===== src/rtl/cmd_pkg.sv =====
package cmd_pkg;

    localparam logic [7:0] OP_RESET   = 8'h00;
    localparam logic [7:0] OP_RUN     = 8'h01;
    localparam logic [7:0] OP_IDENT   = 8'h02;
    localparam logic [7:0] OP_META    = 8'h04;
    localparam logic [7:0] OP_DIVIDER = 8'h80;
    localparam logic [7:0] OP_CAPSIZE = 8'h81;
    localparam logic [7:0] OP_FLAGS   = 8'h82;

    localparam int ARG_BYTES  = 4;
    localparam int ARG_W      = 8 * ARG_BYTES;
    localparam int ID_LEN     = 4;
    localparam int ID_IDX_W   = $clog2(ID_LEN);
    localparam int FIXED_REGS = 3;
    localparam int WORDS_PER_STAGE = 3;

    typedef struct packed {
        logic [7:0]       op;
        logic [ARG_W-1:0] arg;
    } long_cmd_t;

    typedef struct packed {
        logic       hit;
        logic [7:0] index;
    } reg_map_t;

    function automatic logic [7:0] ident_byte(input logic [ID_IDX_W-1:0] idx);
        case (idx)
            2'd0:    return 8'h31;
            2'd1:    return 8'h53;
            2'd2:    return 8'h4C;
            default: return 8'h4F;
        endcase
    endfunction

    function automatic reg_map_t map_long(input logic [7:0] op, input int num_stages);
        reg_map_t m;
        int stage;
        int word;
        m.hit   = 1'b0;
        m.index = 8'd0;
        stage   = int'(op[5:2]);
        word    = int'(op[1:0]);
        if (op == OP_DIVIDER) begin
            m.hit = 1'b1; m.index = 8'd0;
        end else if (op == OP_CAPSIZE) begin
            m.hit = 1'b1; m.index = 8'd1;
        end else if (op == OP_FLAGS) begin
            m.hit = 1'b1; m.index = 8'd2;
        end else if (op[7:6] == 2'b11 && word < WORDS_PER_STAGE && stage < num_stages) begin
            m.hit   = 1'b1;
            m.index = 8'(FIXED_REGS + WORDS_PER_STAGE * stage + word);
        end
        return m;
    endfunction

endpackage


===== src/rtl/cmd_framer.sv =====
module cmd_framer
    import cmd_pkg::*;
(
    input  logic       clk,
    input  logic       rst,
    input  logic       rx_valid,
    input  logic [7:0] rx_data,
    output logic       short_valid,
    output logic [7:0] short_op,
    output logic       long_valid,
    output long_cmd_t  long_cmd
);
    localparam int CNT_W = $clog2(ARG_BYTES + 1);
    localparam logic [CNT_W-1:0] LAST = CNT_W'(ARG_BYTES);

    logic [CNT_W-1:0] pos_q;
    logic [7:0]       op_q;
    logic [ARG_W-1:0] arg_q;

    always_ff @(posedge clk) begin
        if (rst) begin
            pos_q       <= '0;
            op_q        <= '0;
            arg_q       <= '0;
            short_valid <= 1'b0;
            short_op    <= '0;
            long_valid  <= 1'b0;
            long_cmd    <= '0;
        end else begin
            short_valid <= 1'b0;
            long_valid  <= 1'b0;
            if (rx_valid) begin
                if (pos_q == '0) begin
                    if (rx_data[7]) begin
                        op_q  <= rx_data;
                        arg_q <= '0;
                        pos_q <= CNT_W'(1);
                    end else begin
                        short_valid <= 1'b1;
                        short_op    <= rx_data;
                    end
                end else begin
                    arg_q <= {arg_q[ARG_W-9:0], rx_data};
                    if (pos_q == LAST) begin
                        long_valid   <= 1'b1;
                        long_cmd.op  <= op_q;
                        long_cmd.arg <= {arg_q[ARG_W-9:0], rx_data};
                        pos_q        <= '0;
                    end else begin
                        pos_q <= pos_q + CNT_W'(1);
                    end
                end
            end
        end
    end

    assert_zero_opcode_R3: assert property (@(posedge clk) disable iff (rst)
        (rx_valid && pos_q == '0 && rx_data == 8'h00) |=> (short_valid && short_op == 8'h00));

    assert_one_kind_R12: assert property (@(posedge clk) disable iff (rst)
        $onehot0({short_valid, long_valid}));

endmodule


===== src/rtl/cmd_dispatch.sv =====
module cmd_dispatch
    import cmd_pkg::*;
#(
    parameter int NUM_STAGES = 4,
    parameter int ADDR_W     = 4
) (
    input  logic              clk,
    input  logic              rst,
    input  logic              short_valid,
    input  logic [7:0]        short_op,
    input  logic              long_valid,
    input  long_cmd_t         long_cmd,
    output logic              run_o,
    output logic              reset_o,
    output logic              ident_o,
    output logic              meta_o,
    output logic              wr_en_o,
    output logic [ADDR_W-1:0] wr_addr_o,
    output logic [ARG_W-1:0]  wr_data_o
);
    reg_map_t map;

    always_comb begin
        run_o   = 1'b0;
        reset_o = 1'b0;
        ident_o = 1'b0;
        meta_o  = 1'b0;
        if (short_valid) begin
            case (short_op)
                OP_RESET: reset_o = 1'b1;
                OP_RUN:   run_o   = 1'b1;
                OP_IDENT: ident_o = 1'b1;
                OP_META:  meta_o  = 1'b1;
                default:  ;
            endcase
        end
    end

    always_comb begin
        map       = map_long(long_cmd.op, NUM_STAGES);
        wr_en_o   = long_valid && map.hit;
        wr_addr_o = ADDR_W'(map.index);
        wr_data_o = long_cmd.arg;
    end

    assert_wr_single_R12: assert property (@(posedge clk) disable iff (rst)
        wr_en_o |=> !wr_en_o);

endmodule


===== src/rtl/id_sender.sv =====
module id_sender
    import cmd_pkg::*;
(
    input  logic       clk,
    input  logic       rst,
    input  logic       start,
    input  logic       abort,
    input  logic       tx_ready,
    output logic       tx_valid_o,
    output logic [7:0] tx_data_o
);
    localparam logic [ID_IDX_W-1:0] LAST_IDX = ID_IDX_W'(ID_LEN - 1);

    logic                busy_q;
    logic [ID_IDX_W-1:0] idx_q;

    always_ff @(posedge clk) begin
        if (rst) begin
            busy_q <= 1'b0;
            idx_q  <= '0;
        end else if (abort) begin
            busy_q <= 1'b0;
            idx_q  <= '0;
        end else if (!busy_q) begin
            if (start) begin
                busy_q <= 1'b1;
                idx_q  <= '0;
            end
        end else if (tx_ready) begin
            if (idx_q == LAST_IDX) begin
                busy_q <= 1'b0;
                idx_q  <= '0;
            end else begin
                idx_q <= idx_q + ID_IDX_W'(1);
            end
        end
    end

    assign tx_valid_o = busy_q;
    assign tx_data_o  = ident_byte(idx_q);

    assert_tx_hold_R7: assert property (@(posedge clk) disable iff (rst)
        (tx_valid_o && !tx_ready && !abort) |=> (tx_valid_o && $stable(tx_data_o)));

    assert_abort_drop_R8: assert property (@(posedge clk) disable iff (rst)
        abort |=> !tx_valid_o);

endmodule


===== src/rtl/logic_cmd_decoder.sv =====
module logic_cmd_decoder
    import cmd_pkg::*;
#(
    parameter int NUM_STAGES = 4,
    parameter int ADDR_W     = $clog2(FIXED_REGS + WORDS_PER_STAGE * NUM_STAGES)
) (
    input  logic              clk,
    input  logic              rst,
    input  logic              rx_valid,
    input  logic [7:0]        rx_data,
    output logic              run_pulse,
    output logic              reset_pulse,
    output logic              id_pulse,
    output logic              meta_pulse,
    output logic              wr_en,
    output logic [ADDR_W-1:0] wr_addr,
    output logic [31:0]       wr_data,
    output logic              tx_valid,
    input  logic              tx_ready,
    output logic [7:0]        tx_data
);
    logic       short_valid;
    logic [7:0] short_op;
    logic       long_valid;
    long_cmd_t  long_cmd;

    cmd_framer u_framer (
        .clk         (clk),
        .rst         (rst),
        .rx_valid    (rx_valid),
        .rx_data     (rx_data),
        .short_valid (short_valid),
        .short_op    (short_op),
        .long_valid  (long_valid),
        .long_cmd    (long_cmd)
    );

    cmd_dispatch #(
        .NUM_STAGES (NUM_STAGES),
        .ADDR_W     (ADDR_W)
    ) u_dispatch (
        .clk         (clk),
        .rst         (rst),
        .short_valid (short_valid),
        .short_op    (short_op),
        .long_valid  (long_valid),
        .long_cmd    (long_cmd),
        .run_o       (run_pulse),
        .reset_o     (reset_pulse),
        .ident_o     (id_pulse),
        .meta_o      (meta_pulse),
        .wr_en_o     (wr_en),
        .wr_addr_o   (wr_addr),
        .wr_data_o   (wr_data)
    );

    id_sender u_ident (
        .clk        (clk),
        .rst        (rst),
        .start      (id_pulse),
        .abort      (reset_pulse),
        .tx_ready   (tx_ready),
        .tx_valid_o (tx_valid),
        .tx_data_o  (tx_data)
    );

    assert_one_event_R12: assert property (@(posedge clk) disable iff (rst)
        $onehot0({wr_en, run_pulse, reset_pulse, id_pulse, meta_pulse}));

endmodule


===== config.mk =====
export PLATFORM = sky130hd
export DESIGN_NAME = logic_cmd_decoder
export DESIGN_NICKNAME = d
export VERILOG_FILES = /design/src/rtl/cmd_pkg.sv /design/src/rtl/cmd_framer.sv /design/src/rtl/cmd_dispatch.sv /design/src/rtl/id_sender.sv /design/src/rtl/logic_cmd_decoder.sv
export SDC_FILE = /design/constraint.sdc
export NUM_CORES = 1
export LEC_CHECK = 0
export ABC_AREA = 1
export CAP_MARGIN = 20
export CORE_ASPECT_RATIO = 1.2
export CORE_MARGIN = 2
export CORE_UTILIZATION = 40
export DETAILED_ROUTE_END_ITERATION = 10
export DONT_BUFFER_PORTS = 1
export GPL_ROUTABILITY_DRIVEN = 0
export PLACE_DENSITY = 0.64
export SLEW_MARGIN = 20
export SYNTH_ARGS = -nofsm -noshare
export SYNTH_HDL_FRONTEND = slang
export SYNTH_SLANG_ARGS = --single-unit

===== constraint.sdc =====
create_clock -name clk -period 3.15 [get_ports clk]
set_input_delay 0.315 -clock clk [delete_from_list [all_inputs] [get_ports clk]]
set_output_delay 0.315 -clock clk [all_outputs]
set_load 0.02 [all_outputs]

==> metrics.txt <==
status finished, final reports clean; final hold vios 0; Highest Signal Layer met4; FF+latch count, synth 87; drt pass-1 iters 4; worst min path class input port to flop; FFs w/ async S/R, synth 0%; R2R cell count 10; Die Area 0.0107 mm2; Overall Power ~2.4 mW; syn nets between 500 and 600; clock root buffer clkbuf_16; RSZ-0062 raised after global routing no; Synth top area share 44.0%; Die W 94.8 um; Clock Skew 0.00892 ns; Worst setup EP type output port; Max VDD drop between 200 and 250 uV; area grow syn2layout 2.18%; Final Critical Period just under 3 ns; CTS hold repair buffers 0; met2 routed WL 3.66 mm; Total GRT Usage roughly 15%; Boundary Pins 62; Final Slew Violations 0; simple-gate share of the synthesized area 15.0%; clock sinks 87; initial DRC count 158; Clock transition at path regs 0.07 ns; CTS tree yes; Post-DRT Antenna Nets 0; Worst-Margin Slew 0.905 ns; EDFF count, synth 0; # rows 39; period utilization a little over nine tenths; register area roughly 0.0017 mm2; H-tree Lvls 3; Inserted Diodes 0; CP Launch Type flop; worst-path fanout max 3; largest net degree at the start of global routing 59; area of the multi-input gates 0.00157 mm2; Sw Ratio 24.2%; number of global-route vias before repair 2614; register share of total power 48.2%; metal3 WL 594 um; Netlist cell types 28; global route total overflow 0; Post-route DRC 0; top_reg_cell synth dfxtp_1; Starting Density 41.4%; WL met1 3.35 mm; global-route wire length before repair roughly 12 mm; FMAX roughly 340 MHz; synthesized area per cell 8.14 um2; Power Internal 1.80 mW; Mapped Area 0.00396 mm2; vias per cell 4.91; NetSw 572 uW; Setup TNS 0 ns; cell count after synthesis ~490; placed inst area 0.00373 mm2; Clock Latency Late Sink 0.34 ns; die height 113 um; Slew HR 39.1%; Layout Nets ~470; Clock power frac 46.3%; Num CTS Buffers 9; fraction of synthesized area in multiplexers 0%; Post-CTS Setup Bufs 0; CP arrival 2.66 ns; Max Cap Viol 0; Ys Warns 0; Routed WL per cell 13.6 um; Pwr per Cell Area 586 mW/mm2; fill count 986; WL final 7.73 mm; main combinational cell family by area after synthesis compound AO/OA/AOI/OAI gates; HPWL after DPL 5.32 mm; # port buffers 0; Synth Area in XOR/XNOR less than 1%; layout cells sized above 1 between 10% and 20%; register area share after synthesis 44.0%; Finish-stage setup viols 0; worst path required time 2.83 ns; leakage 1.46 nW; Hold Path Cell Cnt 1; complex-gate fraction of the synthesized area 18.8%; core area 0.00956 mm2; post-synth top area cell dfxtp_1; Crit Path Category flop to output port; Clock Tree Buf Depth 2; worst hold slack 0.0265 ns; final instance area 0.00404 mm2; combinational share of power 5.4%; cts repair resizes 0; Synth Area in Adders 5.44%; initial antenna violation count 0; vias approximately 2800; most area-consuming cells after synthesis dfxtp_1, o21ai_0, a21oi_1
==> power groups by stage <==
| stage | Sequential [mW] | Clock, mW | Combinational (mW) |
|---|---|---|---|
| 3_5_place_dp | 1.17 | 0 | 0.130 |
| 2_1_floorplan | 1.16 | 0 | 0.136 |
| 4_1_cts | 1.14 | 1.13 | 0.130 |
| 5_1_grt | 1.14 | 1.18 | 0.145 |
| 6_report | 1.14 | 1.10 | 0.129 |
| 3_3_place_gp | 1.17 | 0 | 0.126 |
==> layout make-up <==
cell class,instances,area share (%)
clock buffers,9,5.57
clock inverters,7,2.17
multi-input cells,274,38.7
flip-flops and latches,87,43.1
inverters,66,6.25
repair buffers,2,0.372
well taps,123,3.81
==> cells by family (layout without fill, tap and decap cells) <==
group | count (synthesis) | count (layout)
XOR/XNOR | 1 | 1
AND/OR/NAND/NOR | 122 | 122
adder cells (fa/ha/maj) | 16 | 16
flip-flops | 87 | 87
buffers and inverters | 125 | 84
other | 1 | 1
AO/OA/AOI/OAI | 134 | 134
==> synth_stat cells, types with 2 or more instances <==
cell	number
dfxtp_1	87
or2_2	3
nand3_1	31
a21oi_1	54
buf_2	7
clkbuf_1	14
o21ai_0	60
inv_2	3
nor2_1	38
ha_1	14
nand2_1	23
inv_1	62
nand2_2	18
nand2_4	2
a21oi_2	18
nor2_4	2
a211oi_1	2
nand4_1	2
fa_1	2
buf_12	2
buf_4	35
==> worst paths after layout <==
kind,startpoint,endpoint,slack (ns)
min reg2reg,u_framer.short_op[3],u_framer.short_op[3],0.46
max,u_framer.long_cmd[35],wr_addr[3],0.17
min,rst,u_framer.arg_q[19],0.03
max reg2reg,u_framer.pos_q[0],u_framer.pos_q[2],1.31
==> registers in the layout, summed over array words and instances, names as in the netlist <==
name and flops:
u_framer.short_op 7, u_framer.long_valid 1, u_framer.short_valid 1, u_framer.op_q 8, u_ident.tx_valid_o 1, u_ident.idx_q 2, u_framer.long_cmd 40, u_framer.arg_q 24
u_framer.pos_q 3
==> cells in the final DEF (no fill, tap or decap), types with 3 or more instances in the layout <==
cell       instances
dfxtp_1           87
nand3_1           31
inv_8              3
nand2_2           18
ha_1              14
or2_2              3
o21ai_0           60
a21oi_1           54
inv_1             62
a21oi_2           18
nor2_1            38
clkbuf_16          9
nand2_1           23
inv_2              3
==> worst max-delay path, stage by stage (launching register included) <==
cell	delay, ns
dfxtp_1	0.38
inv_1	0.08
ha_1	0.27
inv_1	0.04
ha_1	0.26
inv_1	0.04
ha_1	0.20
fa_1	0.38
or2_2	0.30
a21oi_1	0.38
==> metal layers <==
layer / vias to the layer above / track usage, %
met2: 64 / 23.3
li1: 1440 / -
met5: - / 0
met4: 0 / 5.22
met3: 10 / 6.19
met1: 1274 / 17.7
==> through the flow <==
step	instances	util, %	setup slack, ns
after floorplan	486	-	0.635
after global placement	552	39.0	0.579
after detailed placement	552	39.0	0.510
after CTS	568	42.3	0.136
after global routing	568	42.3	0.0518
final	568	42.3	0.172
Power figures use the tool's default switching activity.
